### src/rtl/slice_tx_pkg.sv
package slice_tx_pkg;
   typedef enum logic {
      SLICE_SHORT = 1'b0,
      SLICE_LONG  = 1'b1
   } slice_mode_e;
endpackage

### src/rtl/slice_tx_timer.sv
module slice_tx_timer
   import slice_tx_pkg::*;
#(
   parameter int SHORT_BEATS = 8,
   parameter int LONG_BEATS  = 16
) (
   input  logic        clk,
   input  logic        rst_n,
   input  logic        slice_start,
   input  logic        long_mode,
   output slice_mode_e mode_q,
   output logic        last_beat,
   output logic        bnd_q
);
   localparam int BW = $clog2(LONG_BEATS);

   logic [BW-1:0] beat;
   logic [BW-1:0] last_idx;

   assign last_idx  = (mode_q == SLICE_LONG) ? BW'(LONG_BEATS - 1) : BW'(SHORT_BEATS - 1);
   assign last_beat = (beat >= last_idx);

   // beat saturates at the last index so an overdue boundary leaves the slice idle
   always_ff @(posedge clk or negedge rst_n) begin
      if (!rst_n) begin
         beat   <= '1;
         mode_q <= SLICE_SHORT;
         bnd_q  <= 1'b0;
      end else begin
         bnd_q <= slice_start;
         if (slice_start) begin
            beat   <= '0;
            mode_q <= long_mode ? SLICE_LONG : SLICE_SHORT;
         end else if (beat < last_idx) begin
            beat <= beat + 1'b1;
         end
      end
   end

   AST_MODE_HELD: assert property (@(posedge clk) disable iff (!rst_n)
      !slice_start |=> $stable(mode_q));
   AST_BEAT_PARKED: assert property (@(posedge clk) disable iff (!rst_n)
      last_beat && !slice_start |=> last_beat);
endmodule

### src/rtl/slice_tx_group.sv
module slice_tx_group #(
   parameter int LANES       = 4,
   parameter int SHORT_BEATS = 8,
   parameter int LONG_BEATS  = 16
) (
   input  logic                           clk,
   input  logic                           rst_n,
   input  logic                           slice_start,
   input  logic                           long_mode,
   input  logic                           last_beat,
   input  logic                           req_valid,
   input  logic [LANES*LONG_BEATS-1:0]    req_word,
   output logic                           req_ready,
   output logic [LANES-1:0]               lane_data,
   output logic                           lane_flag
);
   localparam int WORD_W  = LANES * LONG_BEATS;
   localparam int SHORT_W = LANES * SHORT_BEATS;

   logic [WORD_W-1:0] hold_word;
   logic [WORD_W-1:0] shreg;
   logic [WORD_W-1:0] load_word;
   logic [WORD_W-1:0] pad_word;
   logic              hold_full;
   logic              take;
   logic              src_ok;

   assign req_ready = !hold_full;
   assign take      = req_valid && !hold_full;
   assign src_ok    = hold_full || take;
   assign load_word = hold_full ? hold_word : req_word;

   // short words ride in the top of the shifter so the lane nibble is always the MSBs
   generate
      if (SHORT_W < WORD_W) begin : g_pad
         assign pad_word = long_mode ? load_word
                                     : {load_word[SHORT_W-1:0], {(WORD_W-SHORT_W){1'b0}}};
      end else begin : g_nopad
         assign pad_word = load_word;
      end
   endgenerate

   always_ff @(posedge clk or negedge rst_n) begin
      if (!rst_n) begin
         hold_word <= '0;
         hold_full <= 1'b0;
         shreg     <= '0;
         lane_flag <= 1'b0;
      end else if (slice_start) begin
         hold_full <= 1'b0;
         lane_flag <= src_ok;
         shreg     <= src_ok ? pad_word : '0;
      end else begin
         if (take) begin
            hold_word <= req_word;
            hold_full <= 1'b1;
         end
         shreg <= shreg << LANES;
         if (last_beat) lane_flag <= 1'b0;
      end
   end

   assign lane_data = shreg[WORD_W-1 -: LANES];

   AST_FLAG_FROM_BND: assert property (@(posedge clk) disable iff (!rst_n)
      $rose(lane_flag) |-> $past(slice_start));
   AST_IDLE_ZERO: assert property (@(posedge clk) disable iff (!rst_n)
      !lane_flag |-> (lane_data == '0));
   AST_HOLD_KEPT: assert property (@(posedge clk) disable iff (!rst_n)
      hold_full && !slice_start |=> hold_full && $stable(hold_word));
   AST_WORD_ENDS: assert property (@(posedge clk) disable iff (!rst_n)
      lane_flag && last_beat && !slice_start |=> !lane_flag);
endmodule

### src/rtl/slice_word_tx.sv
module slice_word_tx #(
   parameter int GROUPS      = 4,
   parameter int LANES       = 4,
   parameter int SHORT_BEATS = 8,
   parameter int LONG_BEATS  = 16
) (
   input  logic                                clk,
   input  logic                                rst_n,
   input  logic                                long_mode,
   input  logic                                slice_start,
   input  logic [GROUPS-1:0]                   req_valid,
   input  logic [GROUPS*LANES*LONG_BEATS-1:0]  req_word,
   output logic [GROUPS-1:0]                   req_ready,
   output logic                                tx_clk,
   output logic                                tx_bnd,
   output logic [GROUPS*LANES-1:0]             tx_data,
   output logic [GROUPS-1:0]                   tx_flag
);
   import slice_tx_pkg::*;

   localparam int WORD_W = LANES * LONG_BEATS;

   generate
      if (GROUPS < 1 || LANES < 1) begin : g_bad_shape
         $error("slice_word_tx: GROUPS and LANES must be at least 1");
      end
      if (SHORT_BEATS < 2 || SHORT_BEATS >= LONG_BEATS) begin : g_bad_beats
         $error("slice_word_tx: need 2 <= SHORT_BEATS < LONG_BEATS");
      end
   endgenerate

   slice_mode_e mode_q;
   logic        last_beat;

   slice_tx_timer #(
      .SHORT_BEATS (SHORT_BEATS),
      .LONG_BEATS  (LONG_BEATS)
   ) u_timer (
      .clk         (clk),
      .rst_n       (rst_n),
      .slice_start (slice_start),
      .long_mode   (long_mode),
      .mode_q      (mode_q),
      .last_beat   (last_beat),
      .bnd_q       (tx_bnd)
   );

   assign tx_clk = clk;

   generate
      for (genvar g = 0; g < GROUPS; g++) begin : g_grp
         slice_tx_group #(
            .LANES       (LANES),
            .SHORT_BEATS (SHORT_BEATS),
            .LONG_BEATS  (LONG_BEATS)
         ) u_grp (
            .clk         (clk),
            .rst_n       (rst_n),
            .slice_start (slice_start),
            .long_mode   (long_mode),
            .last_beat   (last_beat),
            .req_valid   (req_valid[g]),
            .req_word    (req_word[g*WORD_W +: WORD_W]),
            .req_ready   (req_ready[g]),
            .lane_data   (tx_data[g*LANES +: LANES]),
            .lane_flag   (tx_flag[g])
         );
      end
   endgenerate

   AST_BND_PULSE: assert property (@(posedge clk) disable iff (!rst_n)
      tx_bnd && !$past(slice_start) |-> 1'b0);
   AST_FLAGS_ONEHOT_OR_IDLE: assert property (@(posedge clk) disable iff (!rst_n)
      tx_bnd |-> (mode_q == (long_mode ? SLICE_LONG : SLICE_SHORT)) || !$stable(long_mode));
endmodule

### config.mk
export PLATFORM = sky130hd
export DESIGN_NAME = slice_word_tx
export DESIGN_NICKNAME = d
export VERILOG_FILES = /design/src/rtl/slice_tx_pkg.sv /design/src/rtl/slice_tx_timer.sv /design/src/rtl/slice_tx_group.sv /design/src/rtl/slice_word_tx.sv
export SDC_FILE = /design/constraint.sdc
export NUM_CORES = 1
export LEC_CHECK = 0
export ABC_CLOCK_PERIOD_IN_PS = 2200
export BUFFER_PORTS_ARGS = -buffer_cell sky130_fd_sc_hd__buf_2
export CAP_MARGIN = 40
export CORE_AREA = 2 2 224 226
export CTS_BUF_LIST = sky130_fd_sc_hd__clkbuf_8
export DETAILED_ROUTE_END_ITERATION = 12
export DIE_AREA = 0 0 226 228
export GPL_TIMING_DRIVEN = 0
export HOLD_SLACK_MARGIN = 0.08
export PLACE_DENSITY_LB_ADDON = 0.05
export SLEW_MARGIN = 40
export SYNTH_ARGS = -nofsm -noshare
export SYNTH_HDL_FRONTEND = slang
export SYNTH_SLANG_ARGS = --single-unit
### constraint.sdc
create_clock -name clk -period 2.2 [get_ports clk]
set_input_delay 0.55 -clock clk [delete_from_list [all_inputs] [get_ports clk]]
set_output_delay 0.55 -clock clk [all_outputs]
set_load 0.02 [all_outputs]
==> impl_results.md <==
- Largest family of logic cells by synthesized area: multiplexers
- Cell family with most CP delay: buffers and inverters
- Routability cong.: around 0.80
- CP cell instances: clkbuf_8, clkbuf_8, buf_4, buf_2
- Clk slew on worst S/H paths: ~60 ps
- Detail Placement HPWL: about 44000 microns
- WL/cell: between 15 and 20 microns
- Crit path buf inv count: 4
- Sequential cell area fraction in the yosys report: 0.539
- GRT overflow: 0
- Vias in the first global route: ~19000
- Antenna violations before repair: 12
- Final net count: about 2800
- Routed via count: 17097
- Max Slew Vio Count: 0
- Clock period minus final worst setup slack: 2130 ps
- Core area: between 40000 and 50000 sq um
- Worst Hold Class: primary input to asynchronous set/reset pin
- Yosys reg bits: roughly 530
- Gr usage total: 0.259
- Outcome: finished clean
- Die area: 51500 sq um
- Clock latency at the later pin of the worst-skew pair: between 700 and 800 ps
- Synth Area in Simple Gates: 0.0313
- Syn_nets: ~2100
- Largest net degree at the start of global routing: 75
- Drt first pass iters: 4
- Synth top area cells: dfrtp_1 53%, mux2_2 9.5%, mux4_2 8.9%
- Final non-filler cell total: between 3000 and 4000
- Max Fclk: 0.473 GHz
- Cell taking the most area after synthesis: dfrtp_1
- Synth Area in Adders: 0.00102
- Worst Setup End Kind: output pin
- Syn Inst Count: between 1500 and 2000
- Std-Cell Rows: between 80 and 90
- Antenna viol nets, final: 0
- Worst Path Arrival: 1580 ps
- Syn avg cell area: around 13 sq um
- RSZ-0062 raised after global routing: no
- DP Worst Slack: -216 ps
- Worst-Margin Slew: a little over 700 ps
- Hold Slack: 314 ps
- Crit-path slowest cell: buf_2
- DRC Markers: 0
- Max_cap viols: 0
- Chip height: about 230 microns
- Final wirelength: 64800 microns
- Critical path launch point type: clock port
- Global-route wire length before repair: approximately 100000 microns
- PD cells: between 800 and 900 nW/um^2
- Synthesized area: between 20000 and 25000 sq um
- 1st-iter DRT viols: roughly 830
- Final hold viol count: 0
- Final WS setup: between 60 and 70 ps
- CTS tree: yes
- Fin Clk Skew: roughly 21 ps
- Distinct cells, synth: 32
- CP required: between 1500 and 2000 ps
- Number of I/O port buffers: approximately 290
- Setup violators final: 0
- Width of the die: between 200 and 250 microns
- Synth warn: 0
- Most used cell along the critical path: clkbuf_8
- Worst Path Max Fanout: 3
- Biggest cell delay along the critical path: between 100 and 150 ps
- Critical path class: clock port to output pin
- Post-synthesis compound-gate area fraction: 0.0637
- Initial Utilization: 0.495
- Slew HR: 0.519
- Period Utilization, post-route: 0.968
- Final instance area: 31600 sq um
- Peak VDD IR: between 500 and 600 uV
- Synth-to-Final Area Change: 29.6%
- Share of the synthesized area in the top cell type: 0.535
- Mux cell area share after synthesis: 0.286
- Placed Cells incl. Taps: 2834
- DR vias/cell: ~5.2
- Dpl cell area: between 20000 and 30000 sq um
- Synth Area in XOR/XNOR: 0.000359
- Share of cells above drive strength 1: 0.343
- Lkg Pwr: roughly 14 nW
- I/O pin total: 290
-- worst paths after layout --
check                                    startpoint                           end  slack [ps]  cells past startpoint
max in group asynchronous                     rst_n               u_timer.beat[3]         790                      4
max                                             clk                        tx_clk          70                      4
max reg2reg                g_grp[0].u_grp.hold_full      g_grp[0].u_grp.shreg[13]         200                      6
min                                           rst_n  g_grp[2].u_grp.hold_word[48]         310                      2
min in group clk           g_grp[3].u_grp.shreg[44]      g_grp[3].u_grp.shreg[48]         470                      2
min reg2reg                g_grp[3].u_grp.shreg[44]      g_grp[3].u_grp.shreg[48]         470                      2
-- stage by stage --
stage,setup TNS [ps],total power [W],utilization
6_report,0,0.0257,0.641
5_1_grt,0,0.0270,0.641
4_1_cts,0,0.0260,0.641
3_5_place_dp,-12250,0.0161,0.545
3_3_place_gp,-5460980,0.0160,0.541
2_1_floorplan,0,0.0146,-
-- per-layer routing --
metal,global-route usage,vias to the layer above,share of wire
li1,-,7869,-
met1,0.346,8673,0.44
met2,0.427,440,0.49
met3,0.0480,107,0.048
met4,0.0877,8,0.024
met5,0,-,0.00066
-- timing repair --
action / in CTS / in global routing
gates resized for setup: 20 / 4
setup endpoints to repair: 4 / 9
hold endpoints to repair: 377 / 0
gates cloned: 1 / 0
buffers inserted: 8 / 0
hold buffers: 262 / 0
-- cell families after synthesis --
family,count (synthesis)
multiplexers,546
flip-flops,526
buffers and inverters,369
AO/OA/AOI/OAI,255
AND/OR/NAND/NOR,168
adder cells (fa/ha/maj),2
XOR/XNOR,1
-- state kept, by name, indices dropped and copies added, names as in the netlist --
name and cells:
g_grp.u_grp.hold_word 256, g_grp.u_grp.shreg 256, g_grp.u_grp.hold_full 4, g_grp.u_grp.lane_flag 4, u_timer.beat 4, u_timer.bnd_q 1
u_timer.mode_q 1
-- synth_stat cells, drive strengths merged --
cell type,n
dfrtp,522
o21bai,1
a21o,3
ha,2
clkbuf,15
mux2,257
a31oi,1
xnor2,1
nor2b,2
mux4,96
nor3b,4
nor2,27
and2,1
mux2i,193
nand2b,32
nor4bb,1
nor3,1
a21oi,1
inv,214
o22ai,112
nand4,1
nand3,1
o221ai,32
o21a,3
buf,140
nand2,98
dfstp,4
o21ai,102
-- power by group --
| group | switching, W | internal [W] |
|---|---|---|
| logic | 0.00205 | 0.00242 |
| clock network | 0.00405 | 0.00540 |
| registers | 0.000702 | 0.0111 |
| total | 0.00679 | 0.0189 |
-- placed cells by master, fill, tap and decap left out, types with 4 or more instances in the layout --
master           n
dfrtp_1        522
buf_2          339
dlygate4sd3_1  262
inv_1          242
mux2_2         207
mux2i_1        193
clkbuf_8       128
o22ai_1        112
nand2_1         98
mux4_2          96
o21ai_1         89
mux2_1          50
buf_4           45
buf_6           41
nand2b_1        32
o221ai_1        32
nor2_1          27
clkbuf_1        15
o21ai_0         13
diode_2          9
buf_16           7
clkinv_2         5
nor3b_2          4
dfstp_2          4
-- area by class of cell --
class	count	area (sq um)
fill	3874	17700
sequential	526	13200
multi-input combinational	972	9350
timing repair buffer	565	4380
clock buffer	129	1770
buffer	149	1100
tap	672	841
inverter	214	806
clock inverter	40	213
antenna	9	22.5
No activity file was read; power rests on OpenSTA's default activity.
